`config.mk`:
```
export PLATFORM = sky130hd
export DESIGN_NAME = fetch_pc_inc
export DESIGN_NICKNAME = d
export VERILOG_FILES = /design/src/rtl/fetch_pc_inc.sv
export SDC_FILE = /design/constraint.sdc
export NUM_CORES = 1
export LEC_CHECK = 0
export ABC_AREA = 1
export BUFFER_PORTS_ARGS = -buffer_cell sky130_fd_sc_hd__buf_2
export CAP_MARGIN = 20
export CORE_MARGIN = 8
export CORE_UTILIZATION = 40
export CTS_CLUSTER_SIZE = 30
export DETAILED_ROUTE_END_ITERATION = 8
export PLACE_DENSITY = 0.72
export SYNTH_ARGS = -nofsm -noshare
export SYNTH_HDL_FRONTEND = slang
export SYNTH_SLANG_ARGS = --single-unit
```
`constraint.sdc`:
```
create_clock -name clk -period 2.5 [get_ports clk]
set_input_delay 0.125 -clock clk [delete_from_list [all_inputs] [get_ports clk]]
set_output_delay 0.125 -clock clk [all_outputs]
set_load 0.01 [all_outputs]
```
`src/rtl/fetch_pc_inc.sv`:
```
module fetch_pc_inc #(
  parameter int PC_W  = 32,
  parameter int LOW_W = 3
) (
  input  logic            clk,
  input  logic            rst_n,
  input  logic [PC_W-1:0] pc,
  input  logic            has_reg,
  input  logic            has_const,
  output logic [PC_W-1:0] next_pc,
  output logic [PC_W-1:0] next_pc_q
);
  localparam int UP_W = PC_W - LOW_W;

  logic [UP_W-1:0]  up_inc;
  logic [LOW_W-1:0] len;
  logic [LOW_W-1:0] low_sum;
  logic             carry;

  // upper increment depends on pc only, so it overlaps the memory read
  assign up_inc = pc[PC_W-1:LOW_W] + UP_W'(1);

  assign len = LOW_W'(1) + (has_reg ? LOW_W'(1) : '0) + (has_const ? LOW_W'(4) : '0);

  assign {carry, low_sum} = {1'b0, pc[LOW_W-1:0]} + {1'b0, len};

  assign next_pc = {carry ? up_inc : pc[PC_W-1:LOW_W], low_sum};

  always_ff @(posedge clk) begin
    if (!rst_n) next_pc_q <= '0;
    else        next_pc_q <= next_pc;
  end
endmodule

```
==> summary.md, run 1 <==
| Metric | Value |
|---|---|
| Largest registers | next_pc_q (32) |
| Required time worst endpoint | around 2.4 ns |
| Hold Crit Depth | 3 |
| Post-Synth Adder-Cell Area | 0.0359 |
| Hold endpoint | next_pc_q[0] |
| CTS tree | done |
| Post-synthesis compound-gate area fraction | 0.0494 |
| Post-synth top area share | 0.328 |
| Peak Freq | 0.581 GHz |
| Post-CTS Resized | 0 |
| RSZ-0062 raised after global routing | no |
| Final hold vios | 0 |
| FF+latch count, synth | 32 |
| Top cell by count, worst path | nand2_1 |
| Initial antenna violation count | 0 |
| Clk sinks | 32 |
| Layout Utilization | 0.550 |
| Inst Count DP | roughly 460 |
| Via count | 2,082 |
| GR Util All Layers | 0.153 |
| Power, Total | 1.26 mW |
| Post-synthesis sequential area ratio | 0.328 |
| WL final | between 5000 and 6000 um |
| Synth Area in XOR/XNOR | 0.0404 |
| Post-layout net count | 437 |
| CTS Buf Count | 5 |
| Mapped cell area | 1950 um^2 |
| Post-route cell area | roughly 2600 um^2 |
| Initial DRC count | just over 70 |
| Largest net degree at the start of global routing | 31 |
| GP Congestion | 0.850 |
| Ys Warns | 0 |
| Fraction of the mapped netlist area in simple logic gates | 0.434 |
| # port buffers | 99 |
| Worst setup EP type | output pin |
| Critical-path maximum fanout | 19 |
| CP max-delay cell | ha_1 |
| Pre-CTS WS | ~0.78 ns |
| Ant diodes | 0 |
| Slew Limit Headroom | 0.770 |
| I/O pins | 100 |
| Clk root buf | clkbuf_8 |
| Vias per cell | between 4 and 5 |
| Critical path type | in2out |
| Tightest Pin Transition | roughly 0.35 ns |
| # fillers | roughly 480 |
| P&R area growth vs syn | 33.2% |
| Crit share post-route | 0.689 |
| Global route overflow | 0 |
| Chip height | about 86 um |
| Core Rows | 25 |
| P per Cell Area | approximately 480 nW/um^2 |
| Tmin final | 1.72 ns |
| Top reg by flops | next_pc_q |
| Main combinational cell family by area after synthesis | simple AND/OR/NAND/NOR gates |
| Netlist cell types | 26 |
| Pins over their slew limit | 0 |
| Largest register FFs | 32 |
| Setup crit start kind | primary input |
| Clock tree buffer depth | 2 |
| Placed Area | 2510 um^2 |
| Share of cells above drive strength 1 | 0.343 |
| Hold Path Origin | rst_n |
| CP arrival | approximately 1.6 ns |
| Starting Density | 0.413 |
| Post-DP HPWL | ~4600 um |
| Kind of cell adding the most delay to the critical path | simple AND/OR/NAND/NOR gates |
| CTS H-Tree Depth | 2 |
| Post-route ant nets | 0 |
| Setup-failing EPs final | 0 |
| Status | complete, no violations |
| Leak | approximately 1.5 nW |
| Cell count after synthesis | roughly 300 |
| First-pass GRT wire length | between 9000 and 10,000 um |
| Synth top area cells | dfxtp_1 (33%), nand2_1 (17%), inv_1 (9.4%) |
| Leading area contributor after synthesis | dfxtp_1 |
| Max Cap Violations | 0 |
| Post-CTS Setup Inserts | 0 |
| Slowest stage delay, CP | around 0.33 ns |
| Mux contribution to synthesized area | 0 |
| Syn Nets | around 330 |
| Vias in the first global route | approximately 2,000 |
| CP Cell Sequence | buf_2 > ha_1 > nand2_1 > nor2_4 > nor2_8 > nor2_8 > nand3_1 > nand2_1 > nand2_1 > inv_1 > buf_2 |
| Peak supply drop | between 0.2 and 0.25 mV |
| Setup TNS | 0 ns |
| First drt pass iteration count | 4 |
| Worst Path Buf+Inv | 3 |
| Worst setup margin | approximately 0.8 ns |
| Hold WC Path Type | in2reg |
| Hold-fix buffers at CTS | 0 |
| Wirelength per Cell | about 12 um |
| DRC violations left | 0 |
| Die width | 85.9 um |
| Worst hold slack | between 0.05 and 0.06 ns |
| Syn Area/Cell | 6.66 um^2 |
| Die Area | 7370 um^2 |
| Finished Layout Cells | between 400 and 500 |
| Core area | roughly 4700 um^2 |
| Clock Pin Slew Worst Setup and Hold Paths | around 0.060 ns |
-- tightest hold or removal path: stages --
cell and delay (ns):
buf_2 0.10, nand2_1 0.05, inv_1 0.04
-- how the worst max path moves through the flow --
stage                        to  slack [ns]       from  cells after the start
floorplan           next_pc[17]        1.10      pc[2]                      9
global placement    next_pc[23]        0.83      pc[2]                     11
detailed placement  next_pc[12]        0.78      pc[2]                      9
CTS                 next_pc[12]        0.78      pc[2]                      9
global route        next_pc[23]        0.62  has_const                     10
finish              next_pc[23]        0.78  has_const                     11
-- layout make-up --
| cell class | count | area (um^2) | share of cell area |
|---|---|---|---|
| clock inverter | 2 | 10.0 | 0.00385 |
| sequential | 32 | 641 | 0.246 |
| inverter | 50 | 188 | 0.0722 |
| clock buffer | 6 | 82.6 | 0.0318 |
| multi-input combinational | 207 | 1090 | 0.420 |
| tap | 67 | 83.8 | 0.0322 |
| timing repair buffer | 100 | 503 | 0.193 |
-- layout by cell type (no fill, tap or decap), drive strengths merged --
cell	netlist	routed
a21oi	14	14
and2	1	1
buf	1	100
clkbuf	3	6
clkinv	1	3
dfxtp	32	32
fa	1	1
ha	4	4
inv	49	49
nand2	91	91
nand3	22	22
nand3b	2	2
nand4	8	8
nor2	47	47
nor3	2	2
o21ai	3	3
or2	3	3
xnor2	2	2
xor2	7	7
-- routing by layer --
| metal | part of all wire | track usage |
|---|---|---|
| met1 | 0.41 | 0.174 |
| met2 | 0.45 | 0.257 |
| met3 | 0.13 | 0.0640 |
| met4 | 0.0087 | 0.0430 |
| met5 | 0 | 0 |
-- synthesized netlist by cell type --
cell type and n:
clkbuf_1 3, a21oi_1 11, nand3_1 19, fa_1 1, nand4_1 5, nor2_1 36
o21ai_0 3, nand2_2 3, and2_1 1, or2_2 3, buf_12 1, a21oi_2 3
clkinv_1 1, nor2_8 2, inv_1 49, nand2_1 88, nand3_2 3, nand4_2 3
dfxtp_1 32, nor2_2 6, ha_1 4, nand3b_2 2, nor3_1 2, nor2_4 3
xor2_1 7, xnor2_1 2
-- power breakdown --
part | internal, mW | switching [mW]
Combinational | 0.114 | 0.183
Clock | 0.219 | 0.191
Sequential | 0.542 | 0.00620
-- kinds of logic (layout without fill, tap and decap cells) --
| family | Yosys count | count (layout) |
|---|---|---|
| buffers and inverters | 54 | 158 |
| XOR/XNOR | 9 | 9 |
| AND/OR/NAND/NOR | 176 | 176 |
| flip-flops | 32 | 32 |
| AO/OA/AOI/OAI | 17 | 17 |
| adder cells (fa/ha/maj) | 5 | 5 |
(Power assumes the default switching activity.)
==> run 2, diff against run 1 <==
==> constraint.sdc (replaced) <==
create_clock -name clk -period 1.7 [get_ports clk]
set_input_delay 0.085 -clock clk [delete_from_list [all_inputs] [get_ports clk]]
set_output_delay 0.085 -clock clk [all_outputs]
set_load 0.01 [all_outputs]
==> summary.md, run 2 (synthesis gave the netlist of run 1 again) <==
| Metric | Value |
|---|---|
| Status | complete, no violations |
| # fillers | about 470 |
| Slowest stage delay, CP | ~0.25 ns |
| Critical path type | in2out |
| Met1 Track Usage GR | 0.170 |
| Power, Total | ~2 mW |
| Crit share post-route | 0.925 |
| Top reg by flops | next_pc_q |
| DRC violations left | 0 |
| Required time worst endpoint | 1.62 ns |
| Sw power | around 0.57 mW |
| Clk pwr share | 0.362 |
| CTS H-Tree Depth | 2 |
| Sw frac | 0.288 |
| CP max-delay cell | ha_4 |
| Via count | 2,105 |
| Pre-CTS WS | 0.0434 ns |
| Final hold vios | 0 |
| Starting Density | 0.413 |
| First drt pass iteration count | 4 |
| Most Crowded Layer GR | met2 |
| Combinational share of power | 0.230 |
| CTS tree | done |
| Global route overflow | 0 |
| Post-DP HPWL | between 4000 and 5000 um |
| Vias in the first global route | just over 2,000 |
| Top cell by count, worst path | buf_2 |
| Post-layout net count | roughly 440 |
| RSZ-0062 raised after global routing | no |
| Setup crit start kind | primary input |
| Die Area | between 7000 and 8000 um^2 |
| P&R area growth vs syn | 38.1% |
| Leak | approximately 1.5 nW |
| Core Rows | 25 |
| Vias per cell | 4.50 |
| Most frequent cells in the layout | buf_2 (99), nand2_1 (88), inv_1 (49) |
| Tightest Pin Transition | roughly 0.34 ns |
| Leading cell type in the layout, fill and taps excluded | buf_2 |
| Wirelength per Cell | 12.5 um |
| Chip height | 85.9 um |
| CP arrival | roughly 1.5 ns |
| Initial antenna violation count | 0 |
| Post-route ant nets | 0 |
| CP Cell Sequence | buf_2 > ha_4 > nand2_1 > nand2_2 > nor2_8 > nor2_4 > buf_12 > xor2_1 > buf_2 |
| GR Util All Layers | 0.155 |
| First-pass GRT wire length | 9150 um |
| Hold WC Path Type | in2reg |
| Largest net degree at the start of global routing | 31 |
| Pins over their slew limit | 0 |
| Largest register FFs | 32 |
| I/O pins | 100 |
| Critical-path maximum fanout | 9 |
| Peak Freq | ~0.64 GHz |
| Setup TNS | 0 ns |
| Largest registers | next_pc_q (32) |
| Setup-failing EPs final | 0 |
| Share of cells above drive strength 1 | 0.352 |
| Clock tree buffer depth | 2 |
| # port buffers | slightly below 100 |
| Internal Power | 1.41 mW |
| Worst setup margin | between 0.1 and 0.15 ns |
| CTS Buf Count | 5 |
| Initial DRC count | 72 |
| Post-route cell area | between 2000 and 3000 um^2 |
| P per Cell Area | 734 nW/um^2 |
| Peak supply drop | roughly 0.31 mV |
| GP Congestion | between 0.8 and 0.9 |
| M3 GR Usage | 0.0592 |
| Ant diodes | 0 |
| Worst setup EP type | output pin |
| Met2 Resource Use GR | 0.267 |
| Clock Pin Slew Worst Setup and Hold Paths | 0.06 ns |
| Die width | 85.9 um |
| Clk sinks | 32 |
| Layout Utilization | 0.571 |
| Max Cap Violations | 0 |
| Clk root buf | clkbuf_8 |
| Reg power frac | 0.407 |
| Slew Limit Headroom | 0.777 |
| Placed Area | ~2500 um^2 |
| Core area | around 4700 um^2 |
| WL final | just under 6000 um |
| Tmin final | approximately 1.6 ns |
run 2: path summary, 6_finish.rpt:
check  cells past startpoint    from       endpoint
min                        3  pc[10]  next_pc_q[10]
max                        9   pc[2]    next_pc[13]
run 2: what timing repair did:
item                       4_1_cts  5_1_grt
setup endpoints to repair        0       15
gates resized for setup          0        4
hold buffers                     1        0
setup buffers                    0        2
hold endpoints to repair         1        0
run 2: stage by stage:
step	hold slack [ns]	cells
2_1_floorplan	0.178	293
3_3_place_gp	0.289	456
3_5_place_dp	0.296	456
4_1_cts	0.0724	465
5_1_grt	0.115	468
6_report	0.0813	468
run 2: power groups by stage:
stage	Sequential [mW]	Clock (mW)	Combinational (mW)
2_1_floorplan	0.851	0	0.211
3_3_place_gp	0.823	0	0.438
3_5_place_dp	0.823	0	0.444
4_1_cts	0.806	0.742	0.448
5_1_grt	0.810	0.772	0.512
6_report	0.806	0.717	0.456
run 2: area by class of cell:
class	count	area, um^2	share of cell area
clock buffer	6	72.6	0.0269
clock inverter	2	35.0	0.0130
inverter	50	188	0.0696
multi-input combinational	208	1140	0.421
sequential	32	641	0.238
tap	67	83.8	0.0311
timing repair buffer	103	541	0.200
run 2: metal layers:
metal  vias up  share of wire
met5         -              0
met4         0          0.013
met3         7           0.10
met2        91           0.47
met1       892           0.42
li1       1115              -
run 2: critical path, delay by kind of cell:
family	cells	cell delay [ns]
and+or+nand+nor	4	0.55
buffers and inverters	3	0.43
adders and majority gates	1	0.25
xor gates and xnor gates	1	0.17
==> run 3, diff against run 2 <==
--- a/config.mk
+++ b/config.mk
@@ -6,13 +6,13 @@
 export NUM_CORES = 1
 export LEC_CHECK = 0
 export ABC_AREA = 1
-export BUFFER_PORTS_ARGS = -buffer_cell sky130_fd_sc_hd__buf_2
+export BUFFER_PORTS_ARGS = -buffer_cell sky130_fd_sc_hd__clkbuf_2
 export CAP_MARGIN = 20
-export CORE_MARGIN = 8
+export CORE_MARGIN = 2
 export CORE_UTILIZATION = 40
 export CTS_CLUSTER_SIZE = 30
 export DETAILED_ROUTE_END_ITERATION = 8
-export PLACE_DENSITY = 0.72
+export PLACE_DENSITY = 0.75
 export SYNTH_ARGS = -nofsm -noshare
 export SYNTH_HDL_FRONTEND = slang
 export SYNTH_SLANG_ARGS = --single-unit
==> constraint.sdc (replaced) <==
create_clock -name clk -period 1.31 [get_ports clk]
set_input_delay 0.0655 -clock clk [delete_from_list [all_inputs] [get_ports clk]]
set_output_delay 0.0655 -clock clk [all_outputs]
set_load 0.01 [all_outputs]
==> summary.md, run 3 (synthesis gave the netlist of run 1 again) <==
| Metric | Value |
|---|---|
| DRC violations left | 0 |
| I/O pins | 100 |
| M3 GR Usage | 0.0576 |
| Global route overflow | 0 |
| Leak | 1.74 nW |
| Failing checks | setup timing |
| CTS H-Tree Depth | 2 |
| Setup TNS | -2.08 ns |
| Post-layout net count | between 400 and 500 |
| First-pass GRT wire length | about 9000 um |
| Setup-failing EPs final | 26 |
| Via count | between 2,000 and 2,500 |
| Finished Layout Cells | between 400 and 500 |
| # fillers | around 400 |
| Max Cap Violations | 0 |
| Clk sinks | 32 |
| Hold WC Path Type | in2reg |
| Pre-CTS WS | -0.307 ns |
| Worst setup margin | -0.138 ns |
| Vias in the first global route | roughly 2,100 |
| P&R area growth vs syn | 67.6% |
| Peak supply drop | approximately 0.45 mV |
| Clk pwr share | 0.302 |
| Chip height | 73.9 um |
| Pins over their slew limit | 0 |
| # port buffers | 99 |
| Status | complete, but fails checks |
| Combinational share of power | 0.303 |
| Inst Count DP | between 400 and 500 |
| Tmin final | 1.45 ns |
| Slew Limit Headroom | 0.771 |
| CTS tree | done |
| Critical-path maximum fanout | 7 |
| P per Cell Area | between 800 and 900 nW/um^2 |
| Largest net degree at the start of global routing | 31 |
| Area taken by multi-input logic gates | 1450 um^2 |
| Top reg by flops | next_pc_q |
| First drt pass iteration count | 4 |
| Final hold vios | 0 |
| Core area | ~4700 um^2 |
| Placed Area | about 2600 um^2 |
| Critical path type | in2out |
| Met1 Track Usage GR | 0.245 |
| Crit share post-route | 1.11 |
| Initial antenna violation count | 0 |
| RSZ-0062 raised after global routing | yes |
| CP arrival | between 1 and 1.5 ns |
| GR Util All Layers | 0.215 |
| Most frequent cells in the layout | clkbuf_2 (75), nand2_1 (67), inv_1 (45) |
| Share of cells above drive strength 1 | 0.507 |
| Met2 Resource Use GR | 0.384 |
| Clk root buf | clkbuf_8 |
| Internal Power | ~1.8 mW |
| Die width | approximately 74 um |
| Setup crit start kind | primary input |
| WL final | 6200 um |
| Worst setup EP type | output pin |
| Peak Freq | between 0.6 and 0.7 GHz |
| Total area of sequential cells | 641 um^2 |
| CTS Buf Count | 5 |
| Vias per cell | roughly 4.6 |
| Most Crowded Layer GR | met2 |
| Required time worst endpoint | 1.24 ns |
| Sw frac | 0.311 |
| Leading cell type in the layout, fill and taps excluded | clkbuf_2 |
| Clock Pin Slew Worst Setup and Hold Paths | ~0.060 ns |
| Largest register FFs | 32 |
| Tightest Pin Transition | around 0.34 ns |
| Starting Density | 0.413 |
| Sw power | 0.826 mW |
| Clock tree buffer depth | 2 |
| Post-route cell area | between 3000 and 4000 um^2 |
| Reg power frac | 0.395 |
| Core Rows | 25 |
| Post-route ant nets | 0 |
| Initial DRC count | 75 |
| GP Congestion | 0.887 |
| Largest registers | next_pc_q (32) |
| Ant diodes | 0 |
| Wirelength per Cell | about 12 um |
| Die Area | between 5000 and 6000 um^2 |
| Post-DP HPWL | around 4200 um |
run 3: changes by cell type in the layout (fill, tap and decap cells not counted), moves of 5 or more:
| cell | change |
|---|---|
| clkbuf_2 | +75 |
| nand3_2 | +7 |
| buf_4 | +26 |
| buf_2 | -85 |
| nand2_1 | -21 |
| nand2_2 | +17 |
| xor2_1 | -5 |
| buf_6 | +11 |
| nand3_1 | -8 |
run 3: layout make-up:
type / instances / area share
inverter: 50 / 0.0574
timing repair buffer: 131 / 0.252
clock buffer: 8 / 0.0275
sequential: 32 / 0.196
multi-input combinational: 209 / 0.442
tap: 67 / 0.0256
run 3: critical path, cell delays in order:
cell,delay (ns)
clkbuf_2,0.12
ha_4,0.30
nand2_4,0.06
nor2_4,0.13
nor2_8,0.09
buf_12,0.14
or2_4,0.24
o21ai_4,0.07
inv_2,0.05
buf_6,0.11
run 3: timing repair:
item | in CTS | in global routing
gates cloned | 1 | 1
endpoints found under the setup margin | 30 | 32
hold buffers | 1 | 0
pin swaps | 13 | 32
resized for setup | 34 | 78
buffers inserted | 8 | 12
hold endpoints to repair | 1 | 0
run 3: worst paths after layout:
| kind | start | to | slack, ns | cells after the start |
|---|---|---|---|---|
| max | pc[1] | next_pc[4] | -0.14 | 10 |
| min | pc[14] | next_pc_q[14] | 0.07 | 3 |
run 3: metrics by stage:
step / hold slack (ns) / power (mW) / util
3_5_place_dp: 0.275 / 1.68 / 0.554
2_1_floorplan: 0.159 / 1.38 / -
4_1_cts: 0.0677 / 2.54 / 0.622
3_3_place_gp: 0.272 / 1.67 / 0.554
6_report: 0.0716 / 2.66 / 0.693
5_1_grt: 0.0783 / 2.80 / 0.693
run 3: layer usage:
layer,vias up,wire length (um)
met4,0,129
met1,1019,2450
li1,1158,-
met2,102,3200
met5,-,0
met3,13,419
run 3: power groups by stage:
| stage | combinational, mW | clock, mW | sequential, mW |
|---|---|---|---|
| after global routing | 0.882 | 0.863 | 1.06 |
| after detailed placement | 0.609 | 0 | 1.07 |
| final | 0.805 | 0.801 | 1.05 |
| after floorplan | 0.275 | 0 | 1.10 |
| after global placement | 0.600 | 0 | 1.07 |
| after CTS | 0.674 | 0.814 | 1.05 |
